[config.mk]
export PLATFORM = sky130hd
export DESIGN_NAME = lcd_timing_gen
export DESIGN_NICKNAME = d
export VERILOG_FILES = /design/src/rtl/lcd_tg_pkg.sv /design/src/rtl/lcd_tg_decode.sv /design/src/rtl/lcd_tg_shadow.sv /design/src/rtl/lcd_tg_scan.sv /design/src/rtl/lcd_timing_gen.sv
export SDC_FILE = /design/constraint.sdc
export NUM_CORES = 1
export LEC_CHECK = 0
export ABC_CLOCK_PERIOD_IN_PS = 13750
export BUFFER_PORTS_ARGS = -buffer_cell sky130_fd_sc_hd__buf_2
export CAP_MARGIN = 10
export CORE_AREA = 2 2 228 230
export DETAILED_ROUTE_END_ITERATION = 8
export DIE_AREA = 0 0 230 232
export PLACE_DENSITY = 0.6
export SLEW_MARGIN = 5
export SYNTH_ARGS = -nofsm -noshare
export SYNTH_HDL_FRONTEND = slang
export SYNTH_SLANG_ARGS = --single-unit
[constraint.sdc]
create_clock -name clk -period 13.75 [get_ports clk]
set_input_delay 0.6875 -clock clk [delete_from_list [all_inputs] [get_ports clk]]
set_output_delay 0.6875 -clock clk [all_outputs]
set_load 0.05 [all_outputs]
[src/rtl/lcd_tg_pkg.sv]
package lcd_tg_pkg;
    // register word width and the width of each packed field
    localparam int unsigned RW = 32;
    localparam int unsigned FW = RW / 2;
    // start-delay rule constants
    localparam int unsigned SD_CAP  = 30;
    localparam int unsigned SD_THR  = 32;
    localparam int unsigned SD_SUB  = 2;
    localparam int unsigned IRQ_OFS = 2;

    typedef struct packed {
        logic [RW-1:0] act;
        logic [RW-1:0] hor;
        logic [RW-1:0] ver;
        logic [RW-1:0] syn;
        logic          il;
        logic          hp;
        logic          vp;
    } cfg_t;

    typedef struct packed {
        logic [FW-1:0] wid;
        logic [FW-1:0] hgt;
        logic [FW-1:0] htot;
        logic [FW-1:0] hbp;
        logic [FW-1:0] hsw;
        logic [FW-1:0] vsw;
        logic [FW-1:0] vbp;
        logic [FW-1:0] lines;
        logic [FW-1:0] sdel;
        logic [FW-1:0] early_ln;
        logic [FW-1:0] irq_ln;
        logic          il;
        logic          hp;
        logic          vp;
    } tim_t;
endpackage

[src/rtl/lcd_tg_decode.sv]
// Turns the packed minus-one / half-line words into plain counts,
// and derives the start delay and the two marker lines.
module lcd_tg_decode
    import lcd_tg_pkg::*;
(
    input  cfg_t cfg,
    input  logic field,
    output tim_t tim
);
    localparam logic [FW:0] THR  = (FW+1)'(SD_THR);
    localparam logic [FW:0] CAP  = (FW+1)'(SD_CAP);
    localparam logic [FW:0] SUB  = (FW+1)'(SD_SUB);
    localparam logic [FW-1:0] IRQ = FW'(IRQ_OFS);

    logic [FW:0] n_lines, f_lines, hgt_x, vbp_x, blank, sd, early;
    logic        unused_hi;

    always_comb begin
        n_lines = {1'b0, cfg.ver[RW-1:FW]} >> 1;
        if (cfg.il)
            f_lines = field ? (n_lines >> 1) : ((n_lines + 1'b1) >> 1);
        else
            f_lines = n_lines;
        hgt_x = {1'b0, cfg.act[FW-1:0]} + 1'b1;
        vbp_x = {1'b0, cfg.ver[FW-1:0]} + 1'b1;
        blank = (f_lines > hgt_x) ? (f_lines - hgt_x) : '0;
        if (blank >= THR)       sd = CAP;
        else if (blank >= SUB)  sd = blank - SUB;
        else                    sd = '0;
        // fetch lead wraps to the end of the previous frame when needed
        early = (vbp_x >= sd) ? (vbp_x - sd) : (vbp_x + f_lines - sd);

        tim          = '0;
        tim.wid      = cfg.act[RW-1:FW] + 1'b1;
        tim.hgt      = hgt_x[FW-1:0];
        tim.htot     = cfg.hor[RW-1:FW] + 1'b1;
        tim.hbp      = cfg.hor[FW-1:0] + 1'b1;
        tim.hsw      = cfg.syn[RW-1:FW] + 1'b1;
        tim.vsw      = cfg.syn[FW-1:0] + 1'b1;
        tim.vbp      = vbp_x[FW-1:0];
        tim.lines    = f_lines[FW-1:0];
        tim.sdel     = sd[FW-1:0];
        tim.early_ln = early[FW-1:0];
        tim.irq_ln   = sd[FW-1:0] + IRQ;
        tim.il       = cfg.il;
        tim.hp       = cfg.hp;
        tim.vp       = cfg.vp;
    end

    assign unused_hi = ^{hgt_x[FW], vbp_x[FW], early[FW]};
endmodule

[src/rtl/lcd_tg_shadow.sv]
// Holds the configuration that governs the frame in progress.
module lcd_tg_shadow
    import lcd_tg_pkg::*;
(
    input  logic clk,
    input  logic rst_n,
    input  cfg_t cfg_in,
    input  logic load,
    output cfg_t cfg_q,
    output cfg_t cfg_d
);
    cfg_t sh_d, sh_q;

    always_comb begin
        sh_d = load ? cfg_in : sh_q;
    end

    always_ff @(posedge clk) begin
        if (!rst_n) sh_q <= '0;
        else        sh_q <= sh_d;
    end

    assign cfg_q = sh_q;
    assign cfg_d = sh_d;
endmodule

[src/rtl/lcd_tg_scan.sv]
// Pixel / line / field counters.
module lcd_tg_scan
    import lcd_tg_pkg::*;
(
    input  logic          clk,
    input  logic          rst_n,
    input  logic          en,
    input  logic          pix_en,
    input  logic [FW-1:0] htot,
    input  logic [FW-1:0] lines,
    input  logic          il,
    output logic [FW-1:0] hc_d,
    output logic [FW-1:0] vc_d,
    output logic          fld_d,
    output logic          fld_q,
    output logic          run_d,
    output logic          adv,
    output logic          load
);
    typedef struct packed {
        logic [FW-1:0] hc;
        logic [FW-1:0] vc;
        logic          fld;
        logic          run;
    } st_t;

    st_t s_d, s_q;

    always_comb begin
        s_d  = s_q;
        adv  = 1'b0;
        load = 1'b0;
        if (!en) begin
            s_d = '0;
        end else if (pix_en) begin
            adv = 1'b1;
            if (!s_q.run) begin
                s_d  = '0;
                s_d.run = 1'b1;
                load = 1'b1;
            end else if (s_q.hc >= htot - 1'b1) begin
                s_d.hc = '0;
                if (s_q.vc >= lines - 1'b1) begin
                    s_d.vc  = '0;
                    s_d.fld = il ? ~s_q.fld : 1'b0;
                    load    = ~s_d.fld;
                end else begin
                    s_d.vc = s_q.vc + 1'b1;
                end
            end else begin
                s_d.hc = s_q.hc + 1'b1;
            end
        end
    end

    always_ff @(posedge clk) begin
        if (!rst_n) s_q <= '0;
        else        s_q <= s_d;
    end

    assign hc_d  = s_d.hc;
    assign vc_d  = s_d.vc;
    assign fld_d = s_d.fld;
    assign fld_q = s_q.fld;
    assign run_d = s_d.run;

    assert_hc_in_line_R3: assert property (@(posedge clk) disable iff (!rst_n)
        s_q.run |-> (s_q.hc < htot));
    assert_vc_in_frame_R5: assert property (@(posedge clk) disable iff (!rst_n)
        s_q.run |-> (s_q.vc < lines));
endmodule

[src/rtl/lcd_timing_gen.sv]
module lcd_timing_gen
    import lcd_tg_pkg::*;
(
    input  logic          clk,
    input  logic          rst_n,
    input  logic          pix_en,
    input  logic          glb_en,
    input  logic          chan_en,
    input  logic [RW-1:0] cfg_active,
    input  logic [RW-1:0] cfg_horiz,
    input  logic [RW-1:0] cfg_vert,
    input  logic [RW-1:0] cfg_sync,
    input  logic          cfg_interlace,
    input  logic          cfg_hs_high,
    input  logic          cfg_vs_high,
    output logic          pad_oe,
    output logic          hsync,
    output logic          vsync,
    output logic          de,
    output logic [FW-1:0] px_x,
    output logic [FW-1:0] px_y,
    output logic          field_o,
    output logic          early_start,
    output logic          line_irq
);
    typedef struct packed {
        logic          oe;
        logic          hs;
        logic          vs;
        logic          de;
        logic [FW-1:0] x;
        logic [FW-1:0] y;
        logic          fld;
        logic          early;
        logic          irq;
    } out_t;

    logic          en;
    cfg_t          cfg_in, cfg_q, cfg_d;
    tim_t          tc, tn;
    logic [FW-1:0] hc_d, vc_d;
    logic          fld_d, fld_q, run_d, adv, load;
    logic          hs_on, vs_on, h_in, v_in;
    logic [FW:0]   h_end, v_end;
    logic          unused_bits;
    out_t          o_d, o_q;

    assign en     = glb_en & chan_en;
    assign cfg_in = '{act: cfg_active, hor: cfg_horiz, ver: cfg_vert, syn: cfg_sync,
                      il: cfg_interlace, hp: cfg_hs_high, vp: cfg_vs_high};

    lcd_tg_shadow u_shadow (
        .clk(clk), .rst_n(rst_n), .cfg_in(cfg_in), .load(load),
        .cfg_q(cfg_q), .cfg_d(cfg_d)
    );

    // timing of the frame in progress steers the counters
    lcd_tg_decode u_dec_now  (.cfg(cfg_q), .field(fld_q), .tim(tc));
    // timing of the position being entered steers the outputs
    lcd_tg_decode u_dec_next (.cfg(cfg_d), .field(fld_d), .tim(tn));

    lcd_tg_scan u_scan (
        .clk(clk), .rst_n(rst_n), .en(en), .pix_en(pix_en),
        .htot(tc.htot), .lines(tc.lines), .il(tc.il),
        .hc_d(hc_d), .vc_d(vc_d), .fld_d(fld_d), .fld_q(fld_q),
        .run_d(run_d), .adv(adv), .load(load)
    );

    always_comb begin
        hs_on = hc_d < tn.hsw;
        vs_on = vc_d < tn.vsw;
        h_end = {1'b0, tn.hbp} + {1'b0, tn.wid};
        v_end = {1'b0, tn.vbp} + {1'b0, tn.hgt};
        h_in  = (hc_d >= tn.hbp) && ({1'b0, hc_d} < h_end);
        v_in  = (vc_d >= tn.vbp) && ({1'b0, vc_d} < v_end);

        o_d       = o_q;
        o_d.early = 1'b0;
        o_d.irq   = 1'b0;
        if (!en) begin
            o_d = '0;
        end else if (adv) begin
            o_d.hs    = tn.hp ? hs_on : ~hs_on;
            o_d.vs    = tn.vp ? vs_on : ~vs_on;
            o_d.de    = h_in & v_in;
            o_d.x     = (h_in & v_in) ? (hc_d - tn.hbp) : '0;
            o_d.y     = (h_in & v_in) ? (vc_d - tn.vbp) : '0;
            o_d.fld   = fld_d;
            o_d.early = (hc_d == '0) && (vc_d == tn.early_ln);
            o_d.irq   = (hc_d == '0) && (vc_d == tn.irq_ln);
        end
        o_d.oe = run_d;
    end

    always_ff @(posedge clk) begin
        if (!rst_n) o_q <= '0;
        else        o_q <= o_d;
    end

    assign pad_oe      = o_q.oe;
    assign hsync       = o_q.hs;
    assign vsync       = o_q.vs;
    assign de          = o_q.de;
    assign px_x        = o_q.x;
    assign px_y        = o_q.y;
    assign field_o     = o_q.fld;
    assign early_start = o_q.early;
    assign line_irq    = o_q.irq;
    assign unused_bits = ^{tc, tn};

    assert_de_needs_oe_R2: assert property (@(posedge clk) disable iff (!rst_n)
        de |-> pad_oe);
    assert_x_in_width_R4: assert property (@(posedge clk) disable iff (!rst_n)
        de |-> (px_x < tc.wid));
    assert_early_single_R7: assert property (@(posedge clk) disable iff (!rst_n)
        early_start |=> !early_start);
    assert_irq_single_R8: assert property (@(posedge clk) disable iff (!rst_n)
        line_irq |=> !line_irq);
    assert_hold_no_pix_R11: assert property (@(posedge clk) disable iff (!rst_n)
        (pad_oe && en && !pix_en) |=>
            ($stable(px_x) && $stable(px_y) && $stable(de) && $stable(hsync) && $stable(vsync)));
endmodule

After elaboration in Yosys (flattened, before gate mapping)
Cells that the tools add are included.
W data, S select, Z words.

operators by class
  $add $sub $neg = 23
  multipliers = 0
  divide/modulo/power cells = 0
  magnitude comparators = 12
  eq/ne operators = 2
  shifts and indexed selects = 0
  multiplexer cells = 28
  bitwise logic cells = 6
  reductions and logical operators = 7

operators by type and width
  cell                     number
  $mux W16                 9
  $mux W131                1
  $add A16 B1 Y16 const B  7
  $mux W17                 4
  $mux W34                 2
  $ge A16 B16 Y1           4
  $sub A16 B16 Y16         4
  $add A16 B1 Y17 const B  2
  $add A16 B16 Y17         2
  $lt A16 B17 Y1           2
  $mux W33                 1
  $add A15 B1 Y16 const B  2
  $eq A16 B16 Y1           2
  $lt A16 B16 Y1           2
  $sub A16 B1 Y16 const B  2
  $ge A17 B17 Y1           1
  $ge A17 B2 Y1 const B    1
  $ge A17 B6 Y1 const B    1
  $gt A17 B17 Y1           1
  $sub A17 B17 Y17         1
  $sub A17 B2 Y17 const B  1
  $add A16 B16 Y16         1
  $add A16 B2 Y16 const B  1
  $logic_not A16 Y1        1
  other kinds (6)          23

word-level totals
  flip-flop bits (word level) = 203
  latch bits = 0
  RAM bits = 0
  bits in read-only memories = 0
  bits of input ports = 136
  memories = 0

Logic depth before layout (Yosys ltp)
Gate-level depths: netlist (run 1).

  word-level depth = 23
  depth in mapped cells = 70
  mapped depth without buffers = 62

Hierarchy
Synthesis (run 1) repeated with hierarchy kept, for this count alone.

second synthesis, totals
  cells, all modules = 3247
  area total of the unflattened synthesis = 25961.1 um2

by module, submodules not included
  module                      times used  cells an instance  area each (um2)
  lcd_timing_gen              1           701                5820.6
  lcd_tg_decode (u_dec_now)   1           837                5695.5
  lcd_tg_decode (u_dec_next)  1           829                5602.9
  lcd_tg_shadow               1           422                5455.2
  lcd_tg_scan                 1           458                3387.0

Least setup slack after synthesis (run 1)
No wires, ideal clock.

  path kind = reg2reg
  start point = reg u_shadow.sh_q, in the netlist u_shadow.cfg_q[53]
  end point = reg o_q, in the netlist early_start
  library setup time = 88 ps
  data arrival time = 12667 ps
  data required time = 13662 ps
  path slack = 995 ps
  stages on the path, launching flop included = 66
  clock period less this slack = 12755 ps
  path through = dfxtp_1 -> ha_1 -> nor2b_1 -> xnor2_1 -> nor2_1 -> a21oi_1 -> and3_1 -> nand3_1 -> nor3b_1 -> nand3_1 -> or3b_2 -> nor3b_1 -> xor2_1 -> ha_1 -> nand4_1 -> o21bai_1 -> a211o_1 -> a31oi_4 -> [... 30 more ...] -> o21ai_0 -> fa_1 -> inv_1 -> ha_1 -> a21o_1 -> a21oi_1 -> o21ai_0 -> o211a_1 -> o21ai_0 -> a31oi_1 -> nor4_1 -> o31a_1 -> o21bai_1 -> a21oi_1 -> xnor2_1 -> mux2i_1 -> xnor2_1 -> nor4_2

RTL lines
  item                    line                  text
  start, declared         lcd_tg_shadow.sv:12   cfg_t sh_d, sh_q;
  start signal, assigned  lcd_tg_shadow.sv:19   if (!rst_n) sh_q <= '0;
  start signal, assigned  lcd_tg_shadow.sv:20   else sh_q <= sh_d;
  end signal, assigned    lcd_timing_gen.sv:96  if (!rst_n) o_q <= '0;
  end signal, assigned    lcd_timing_gen.sv:97  else o_q <= o_d;
  end, declared           lcd_timing_gen.sv:46  out_t o_d, o_q;

==> impl_metrics.toml, run 1 <==
[status]
status = "complete, no violations"

[clock_tree]
path_clk_slew_ns = 0.06
tritoncts = "built"
cts_root_buf = "clkbuf_16"
htreeDepth = 1
cts_buffers = 26
cts_hold_buf = 0
insertion_delay_ns = 0.58
clock_sinks = 202
clockBufferDepth = 3

[synth]
synthTopCellsByCount = "259 x nand2_1, 254 x nor2_1, 219 x ha_1"
seq_area_frac_synth_pct = 20.0
netlist_area_um2 = 20200
ys_warn_count = 0
synth.avg_cell_area_um2 = 7.59
synth_most_common_cell = "nand2_1"
synth_fp_nets = 3037
synth.area.top_cells = "dfxtp_1 20%, ha_1 14%, mux2i_1 5.5%"
syn_inst = 2662
async_reset_ff_share_pct = 0
synth_edf_count = 0
ys.flop_type = "dfxtp_1"
synth_cell_type_count = 95
synth_top_area_share_pct = 20.0
synth_top_area_cell = "dfxtp_1"
ys_seq_elements = 202

[die]
start_util_pct = 39.7
fp-row-count = 83
pin_count = 175
core_area_um2 = 50900
die_y_um = 232
die_width_um = 230
die_area_um2 = 53400

[sta]
report.final.slew_viol_count = 0
setup_tns_ns = 0
skew_ns = 0.0179
slew_headroom_pct = 28.9
setup_viol = 0
worst_pin_slew_ns = 1.06
rsz0062_at_grt = "no"
finalHoldViolations = 0
clock.fmax_mhz = 79.4
fin_crit_ns = 12.60
min_period_over_period_pct = 91.6

[critical_path]
cp-end-kind = "flop"
cp_slowest_cell = "dfxtp_2"
worstPathRequired_ns = 14.24
critical_path_class = "reg -> reg"
critPathArrivalTime_ns = 13.08
slowest_delay_ns = 0.54
cpMostUsedCell = "ha_1"
crit_fanout = 20
worstSetupStartpointType = "flop"

[power_and_ir_drop]
power.leakage_nw = 10.1
totalPowerFinal_mw = 2.56
ir_drop_mv = 0.0965
powerDensity_nw_per_um2 = 112

[drt]
drc = 0
num_vias = 20200
wl_per_cell_um = 19.2
via_per_inst = 5.72
dr.pass1.iters = 6
ant_nets = 0
drt_wl_total_mm = 67.7
drt_iter0_drc = 1597

[grt]
grt_pass1_wl_mm = 105
grt.overflow.total = 0
antenna_found_initial = 4
grt_pass1_vias = 18700
grt_max_degree = 82
track_usage_pct = 24.7

[cells_and_area]
drive_gt1_share_pct = 11.3
fin_nets = 3207
synthToLayoutAreaGrowth_pct = 13.4

[worst_hold_path]
hp-class = "in -> reg"

[flow_run]
max_cap_violations = 0

[placed_design]
gp_congestion = 0.957
io_buffers = 173
dpl.hpwl_mm = 53.5
==> logic make-up (layout without fill, tap and decap cells) <==
logic type	Yosys count	after routing	synth area share [%]
compound gates	647	647	21.1
xor+xnor	213	213	9.38
fa+ha+maj	239	239	15.5
buf+inv	270	456	5.16
flops	202	202	20.0
mux	112	112	5.56
other cells	0	4	0
simple gates	979	979	23.2
==> per-layer routing <==
| layer | global-route usage [%] | vias up | wire (um) |
|---|---|---|---|
| met2 | 39.7 | 752 | 30200 |
| met1 | 34.5 | 9467 | 30800 |
| met4 | 8.55 | 0 | 2310 |
| li1 | - | 9847 | - |
| met3 | 2.22 | 132 | 4400 |
| met5 | 0 | - | 0 |
==> path summary, 6_finish.rpt <==
check,start,endpoint,slack (ns),cells after the start
setup / recovery,u_shadow.cfg_q[2],early_start,1.15,54
hold / removal,cfg_horiz[21],u_shadow.cfg_q[88],0.36,3
setup reg to reg,u_shadow.cfg_q[2],early_start,1.15,54
hold reg to reg,u_shadow.cfg_q[85],u_shadow.cfg_q[85],0.46,2
==> sequential cells by signal, indices dropped and copies added (netlist names) <==
name / cells
u_shadow.cfg_q: 130
hsync: 1
px_y: 16
de: 1
early_start: 1
u_scan.s_q: 33
px_x: 16
u_scan.fld_q: 1
vsync: 1
field_o: 1
line_irq: 1
==> where the power goes <==
part	internal, mW	switching [mW]
registers	0.599	0.0125
clock network	0.407	0.284
logic	0.516	0.736
total	1.52	1.03
==> layout make-up <==
type                       instances  area, um^2
clock buffer                      38         736
clock inverter                     6         110
sequential                       202        4050
antenna                            4        10.0
tap                              680         851
inverter                         175         659
fill                            5059       28000
multi-input combinational       2190       15100
timing repair buffer             237        1350
==> stage by stage <==
step / hold slack, ns / cell area [um^2] / worst slack [ns] / util (%) / instances
3_5_place_dp: 0.450 / 22000 / 0.320 / 43.3 / 3482
3_3_place_gp: 0.430 / 22000 / 0.704 / 43.3 / 3482
6_report: 0.361 / 22900 / 1.15 / 45.0 / 3532
4_1_cts: 0.342 / 22900 / 0.309 / 44.9 / 3526
2_1_floorplan: 0.436 / 20200 / 0.995 / - / 2662
5_1_grt: 0.351 / 22900 / 0.00785 / 45.0 / 3532
==> cell usage in the layout (no fill, tap or decap), types with 33 or more instances in the layout <==
master,synthesis,final
buf_2,17,173
a21o_1,48,47
nand3_1,145,145
mux2i_1,110,109
o21ai_0,147,146
a21oi_1,185,185
dfxtp_1,202,201
nand4_1,56,56
buf_4,2,63
o21a_1,33,33
nor2_1,254,253
xnor2_1,108,108
xor2_1,103,103
inv_1,173,173
nor3_1,61,61
nand2_1,259,259
ha_1,219,219
==> what timing repair did <==
action,in CTS,in global routing
endpoints found under the setup margin,0,1
gates resized for setup,0,5
setup buffers,0,2
==> critical path: cells and delay by family (launching register included) <==
kind | cells | cell delay [ns]
buffers and inverters | 6 | 1.06
XOR/XNOR | 2 | 0.42
multiplexers | 2 | 0.43
AO/OA/AOI/OAI | 17 | 3.51
AND/OR/NAND/NOR | 21 | 4.51
adder cells (fa/ha/maj) | 6 | 2.01
flip-flops | 1 | 0.54
No activity file was read; power rests on OpenSTA's default activity.
==> run 2: changes to the inputs <==
--- a/config.mk
+++ b/config.mk
@@ -6,7 +6,7 @@
 export NUM_CORES = 1
 export LEC_CHECK = 0
 export ABC_CLOCK_PERIOD_IN_PS = 13750
-export BUFFER_PORTS_ARGS = -buffer_cell sky130_fd_sc_hd__buf_2
+export BUFFER_PORTS_ARGS = -buffer_cell sky130_fd_sc_hd__buf_4
 export CAP_MARGIN = 10
 export CORE_AREA = 2 2 228 230
 export DETAILED_ROUTE_END_ITERATION = 8
==> run 2 against run 1 <==
Net effect: count of clock-buffer cells in the layout grew 2; hold slack gained 0.0083 ns; core utilization grew 0.74 points; power shrank 0.91%; clock power shrank 4.6%; critical path depth grew 1; register-to-register slack lost 0.19 ns; clock skew grew 0.014 ns; via count shrank 0.71%; critical path type unchanged; highest routed layer unchanged.
==> impl_metrics.toml, run 2 (synthesis gave the netlist of run 1 again) <==
[worst_hold_path]
min_from = "cfg_horiz[20]"
hp-class = "in -> reg"

[grt]
grt.overflow.total = 0
antenna_found_initial = 1
track_usage_pct = 24.6
grt_max_degree = 87
grt_pass1_vias = 18900
grt_pass1_wl_mm = 105

[sta]
slew_headroom_pct = 22.2
rsz0062_at_grt = "no"
setup_viol = 0
finalHoldViolations = 0
hold_ws_ns = 0.369
fin_ws_ns = 0.959
worst_pin_slew_ns = 1.16
setup_tns_ns = 0
skew_ns = 0.0316
report.final.slew_viol_count = 0
min_period_over_period_pct = 93.0
clock.fmax_mhz = 78.2
fin_crit_ns = 12.79

[critical_path]
slowest_delay_ns = 0.58
cpMostUsedCell = "ha_1"
worstSetupStartpointType = "flop"
cp-end-kind = "flop"
critPathArrivalTime_ns = 13.27
cp_slowest_cell = "or4_1"
cpLargestDelayFamily = "simple AND/OR/NAND/NOR gates"
crit_buf_inv = 5
worstPathRequired_ns = 14.23
critPathLaunch = "u_shadow.cfg_q[53]"
critical_path_class = "reg -> reg"
r2r-start = "u_shadow.cfg_q[53]"
crit_fanout = 16

[drt]
drc = 0
drt_iter0_drc = 1531
wl_per_cell_um = 19.3
met1_length_mm = 30.5
num_vias = 20100
top_layer = "met4"
wl_met2_mm = 30.4
wl_met3_mm = 4.58
dr.pass1.iters = 6
via_per_inst = 5.70
drt_wl_total_mm = 68.0
ant_nets = 0

[placed_design]
gp_congestion = 0.951
dpl.hpwl_mm = 53.5
io_buffers = 173
place_inst = 3475
dpl_cell_area_um2 = 22400
dp_slack_ns = 0.846

[die]
core_area_um2 = 50900
fp-row-count = 83
die_area_um2 = 53400
pin_count = 175
die_width_um = 230
start_util_pct = 39.7
die_y_um = 232

[clock_tree]
htreeDepth = 1
path_clk_slew_ns = 0.06
cts_buffers = 26
clockBufferDepth = 3
cts_root_buf = "clkbuf_16"
clock_sinks = 202
tritoncts = "built"
cts_hold_buf = 0
insertion_delay_ns = 0.58

[power_and_ir_drop]
totalPowerFinal_mw = 2.53
ir_drop_mv = 0.0894
power.leakage_nw = 10.2
powerDensity_nw_per_um2 = 109

[status]
status = "complete, no violations"

[cells_and_area]
fin_area_um2 = 23300
synthToLayoutAreaGrowth_pct = 15.3
drive_gt1_share_pct = 11.1
final_util_pct = 45.8
final_cells = 3521
final_cell_mix = "259 x nand2_1, 253 x nor2_1, 227 x buf_4"
fin_nets = 3200
final_common_cell = "nand2_1"
largest_reg_flops = 130

[flow_run]
max_cap_violations = 0
## run 2: repair_timing
action	CTS	global route
buffers inserted	0	2
gates resized for setup	0	5
setup endpoints to repair	0	1
## run 2: worst reg2reg max path: cells and delay by family, from the launching register on
family,cells,cell delay (ns)
and+or+nand+nor,23,5.50
xor gates and xnor gates,2,0.41
adders and majority gates,6,1.87
DFF,1,0.42
AOI/OAI and AO/OA,17,3.52
muxes,2,0.27
buffers and inverters,5,0.73
## run 2: final timing paths
path                                            to  slack, ns  cells past startpoint
worst max-delay path                   early_start       0.96                     55
worst min-delay path            u_shadow.cfg_q[87]       0.37                      3
worst max register to register         early_start       0.96                     55
worst min register to register  u_shadow.cfg_q[97]       0.46                      2
## run 2: layer usage
metal	vias up	track usage, %
li1	9809	-
met1	9404	33.2
met2	704	40.3
met3	137	2.64
met4	0	9.11
met5	-	0
## run 2: cell type report
cell class                      instances  area [um^2]
Fill cell                            5115        27600
Multi-Input combinational cell       2190        15200
Sequential cell                       202         4040
Timing Repair Buffer                  230         1760
Tap cell                              680          851
Clock buffer                           40          763
Inverter                              175          659
Clock inverter                          3         42.5
Antenna cell                            1         2.50
## run 2: where the power goes
group | total, mW | internal, mW | leakage, nW | switching [mW]
combinational | 1.26 | 0.521 | 8.16 | 0.741
sequential | 0.611 | 0.599 | 1.64 | 0.0120
clock | 0.660 | 0.379 | 0.388 | 0.281
total | 2.53 | 1.50 | 10.2 | 1.03
==> run 3: changes to the inputs <==
--- a/config.mk
+++ b/config.mk
@@ -5,7 +5,7 @@
 export SDC_FILE = /design/constraint.sdc
 export NUM_CORES = 1
 export LEC_CHECK = 0
-export ABC_CLOCK_PERIOD_IN_PS = 13750
+export ABC_CLOCK_PERIOD_IN_PS = 10350
 export BUFFER_PORTS_ARGS = -buffer_cell sky130_fd_sc_hd__buf_4
 export CAP_MARGIN = 10
 export CORE_AREA = 2 2 228 230
==> constraint.sdc (replaced) <==
create_clock -name clk -period 10.35 [get_ports clk]
set_input_delay 0.5175 -clock clk [delete_from_list [all_inputs] [get_ports clk]]
set_output_delay 0.5175 -clock clk [all_outputs]
set_load 0.05 [all_outputs]
==> run 3 against run 2 <==
Net effect: the flow now finishes with violations (setup timing); critical path type unchanged; routed wire length rose by 8.0%; hold slack got worse by 0.18 ns; non-clock buffer count rose by 305; fmax rose by 20%; cell count rose by 8.8%; first-iteration DRC count fell by 5.2%; combinational power rose by 74%; critical endpoint unchanged; clock power rose by 51%; sequential share of layout area fell by 2.0 points; die area did not move; sequential cell count did not move; largest cell class unchanged; critical path depth rose by 5.
==> impl_metrics.toml, run 3 (synthesis gave the netlist of run 1 again) <==
[placed_design]
dpl.hpwl_mm = 58.8
io_buffers = 173
dpl_cell_area_um2 = 24800
gp_congestion = 0.952
place_inst = 3754

[power_and_ir_drop]
internal_power_mw = 2.46
pwr-share-clk_pct = 25.0
powerDensity_nw_per_um2 = 152
swShare_pct = 38.4
ir_drop_mv = 0.128
p_comb_share_pct = 54.7
seq_power_share_pct = 20.3
power.leakage_nw = 11.9
p_sw_mw = 1.53

[worst_hold_path]
hp-class = "in -> reg"

[drt]
wl_per_cell_um = 19.2
drt_wl_total_mm = 73.4
drc = 0
via_per_inst = 5.56
dr.pass1.iters = 7
drt_iter0_drc = 1451
num_vias = 21300
ant_nets = 0

[clock_tree]
clock_sinks = 202
cts_hold_buf = 0
cts_buffers = 26
htreeDepth = 1
cts_root_buf = "clkbuf_16"
path_clk_slew_ns = 0.06
clockBufferDepth = 3
tritoncts = "built"
insertion_delay_ns = 0.58

[cells_and_area]
final_common_cell = "buf_4"
regArea_um2 = 4050
fillers = 4913
synthToLayoutAreaGrowth_pct = 30.5
largest_reg_flops = 130
final_cell_mix = "521 x buf_4, 257 x nand2_1, 248 x nor2_1"
multi_input_area_um2 = 15700
final_cells = 3831
fin_nets = 3505
drive_gt1_share_pct = 22.5
final_util_pct = 51.8
fin_area_um2 = 26400

[status]
failed_checks = "setup timing"
status = "finished with violations"

[sta]
fin_ws_ns = -0.324
skew_ns = 0.0296
finalHoldViolations = 0
hold_ws_ns = 0.194
worst_pin_slew_ns = 0.971
slew_headroom_pct = 35.3
fin_crit_ns = 10.67
rsz0062_at_grt = "yes"
min_period_over_period_pct = 103
clock.fmax_mhz = 93.7
setup_viol = 1
report.final.slew_viol_count = 0
setup_tns_ns = -0.324

[grt]
grt_pass1_wl_mm = 114
grt.overflow.total = 0
antenna_found_initial = 4
grt_pass1_vias = 20900
grt_max_degree = 86
track_usage_pct = 26.7

[die]
core_area_um2 = 50900
fp-row-count = 83
pin_count = 175
die_y_um = 232
die_area_um2 = 53400
die_width_um = 230
start_util_pct = 39.7

[critical_path]
path_depth = 60
reg2reg_slack_ns = -0.32
worstSetupStartpointType = "flop"
critical_path_class = "reg -> reg"
cpMostUsedCell = "buf_4"
ff2ff_path_depth = 60
critPathArrivalTime_ns = 11.15
crit_buf_inv = 12
slowest_delay_ns = 0.54
endpoint = "early_start"
critPathLaunch = "u_shadow.cfg_q[52]"
r2r-start = "u_shadow.cfg_q[52]"
worstPathRequired_ns = 10.82
cp-end-kind = "flop"
cpLargestDelayFamily = "simple AND/OR/NAND/NOR gates"
cp_slowest_cell = "or4_4"
crit_fanout = 8
r2r-end = "early_start"

[flow_run]
max_cap_violations = 0
## run 3: repair_timing
| action | 4_1_cts | 5_1_grt |
|---|---|---|
| buffers inserted | 24 | 2 |
| cloned | 0 | 2 |
| endpoints found under the setup margin | 34 | 34 |
| resized for setup | 55 | 29 |
| pin swaps | 50 | 9 |
## run 3: cell type report
type / instances / share of cell area [%]
Timing Repair Buffer: 535 / 15.9
Clock buffer: 34 / 2.73
Multi-Input combinational cell: 2190 / 59.5
Sequential cell: 202 / 15.4
Antenna cell: 4 / 0.0380
Clock inverter: 11 / 0.741
Inverter: 175 / 2.50
Tap cell: 680 / 3.23
## run 3: per-stage QoR
stage	total power [mW]	worst slack, ns
6_report	3.99	-0.324
5_1_grt	4.23	-1.11
4_1_cts	3.97	-0.321
3_5_place_dp	2.90	-0.727
3_3_place_gp	2.88	-0.422
2_1_floorplan	2.11	-0.461
## run 3: how the worst min path moves through the flow
stage,startpoint,end,slack (ns),cells past startpoint
2_1_floorplan,u_shadow.cfg_q[84],u_shadow.cfg_q[84],0.44,2
3_3_place_gp,de,de,0.44,1
3_5_place_dp,de,de,0.44,1
4_1_cts,cfg_horiz[24],u_shadow.cfg_q[91],0.17,3
5_1_grt,cfg_horiz[23],u_shadow.cfg_q[90],0.19,3
6_report,cfg_horiz[24],u_shadow.cfg_q[91],0.19,3
## run 3: routing by layer
metal  share of wire (%)  track usage, %
met5                   0               0
met4                 2.4            6.96
met3                 5.4            2.91
met2                  47            45.4
met1                  46            35.8
## run 3: tightest hold or removal path: stages
cell and delay (ns):
buf_4 0.10, nand2_1 0.04, a21oi_1 0.05
## run 3: power by group through the flow
stage                     registers (mW)  logic, mW  clock network (mW)
after floorplan                    0.824       1.28                   0
after global placement             0.826       2.06                   0
after detailed placement           0.827       2.07                   0
after CTS                          0.810       2.15                1.02
after global routing               0.812       2.38                1.05
final                              0.810       2.19               0.999
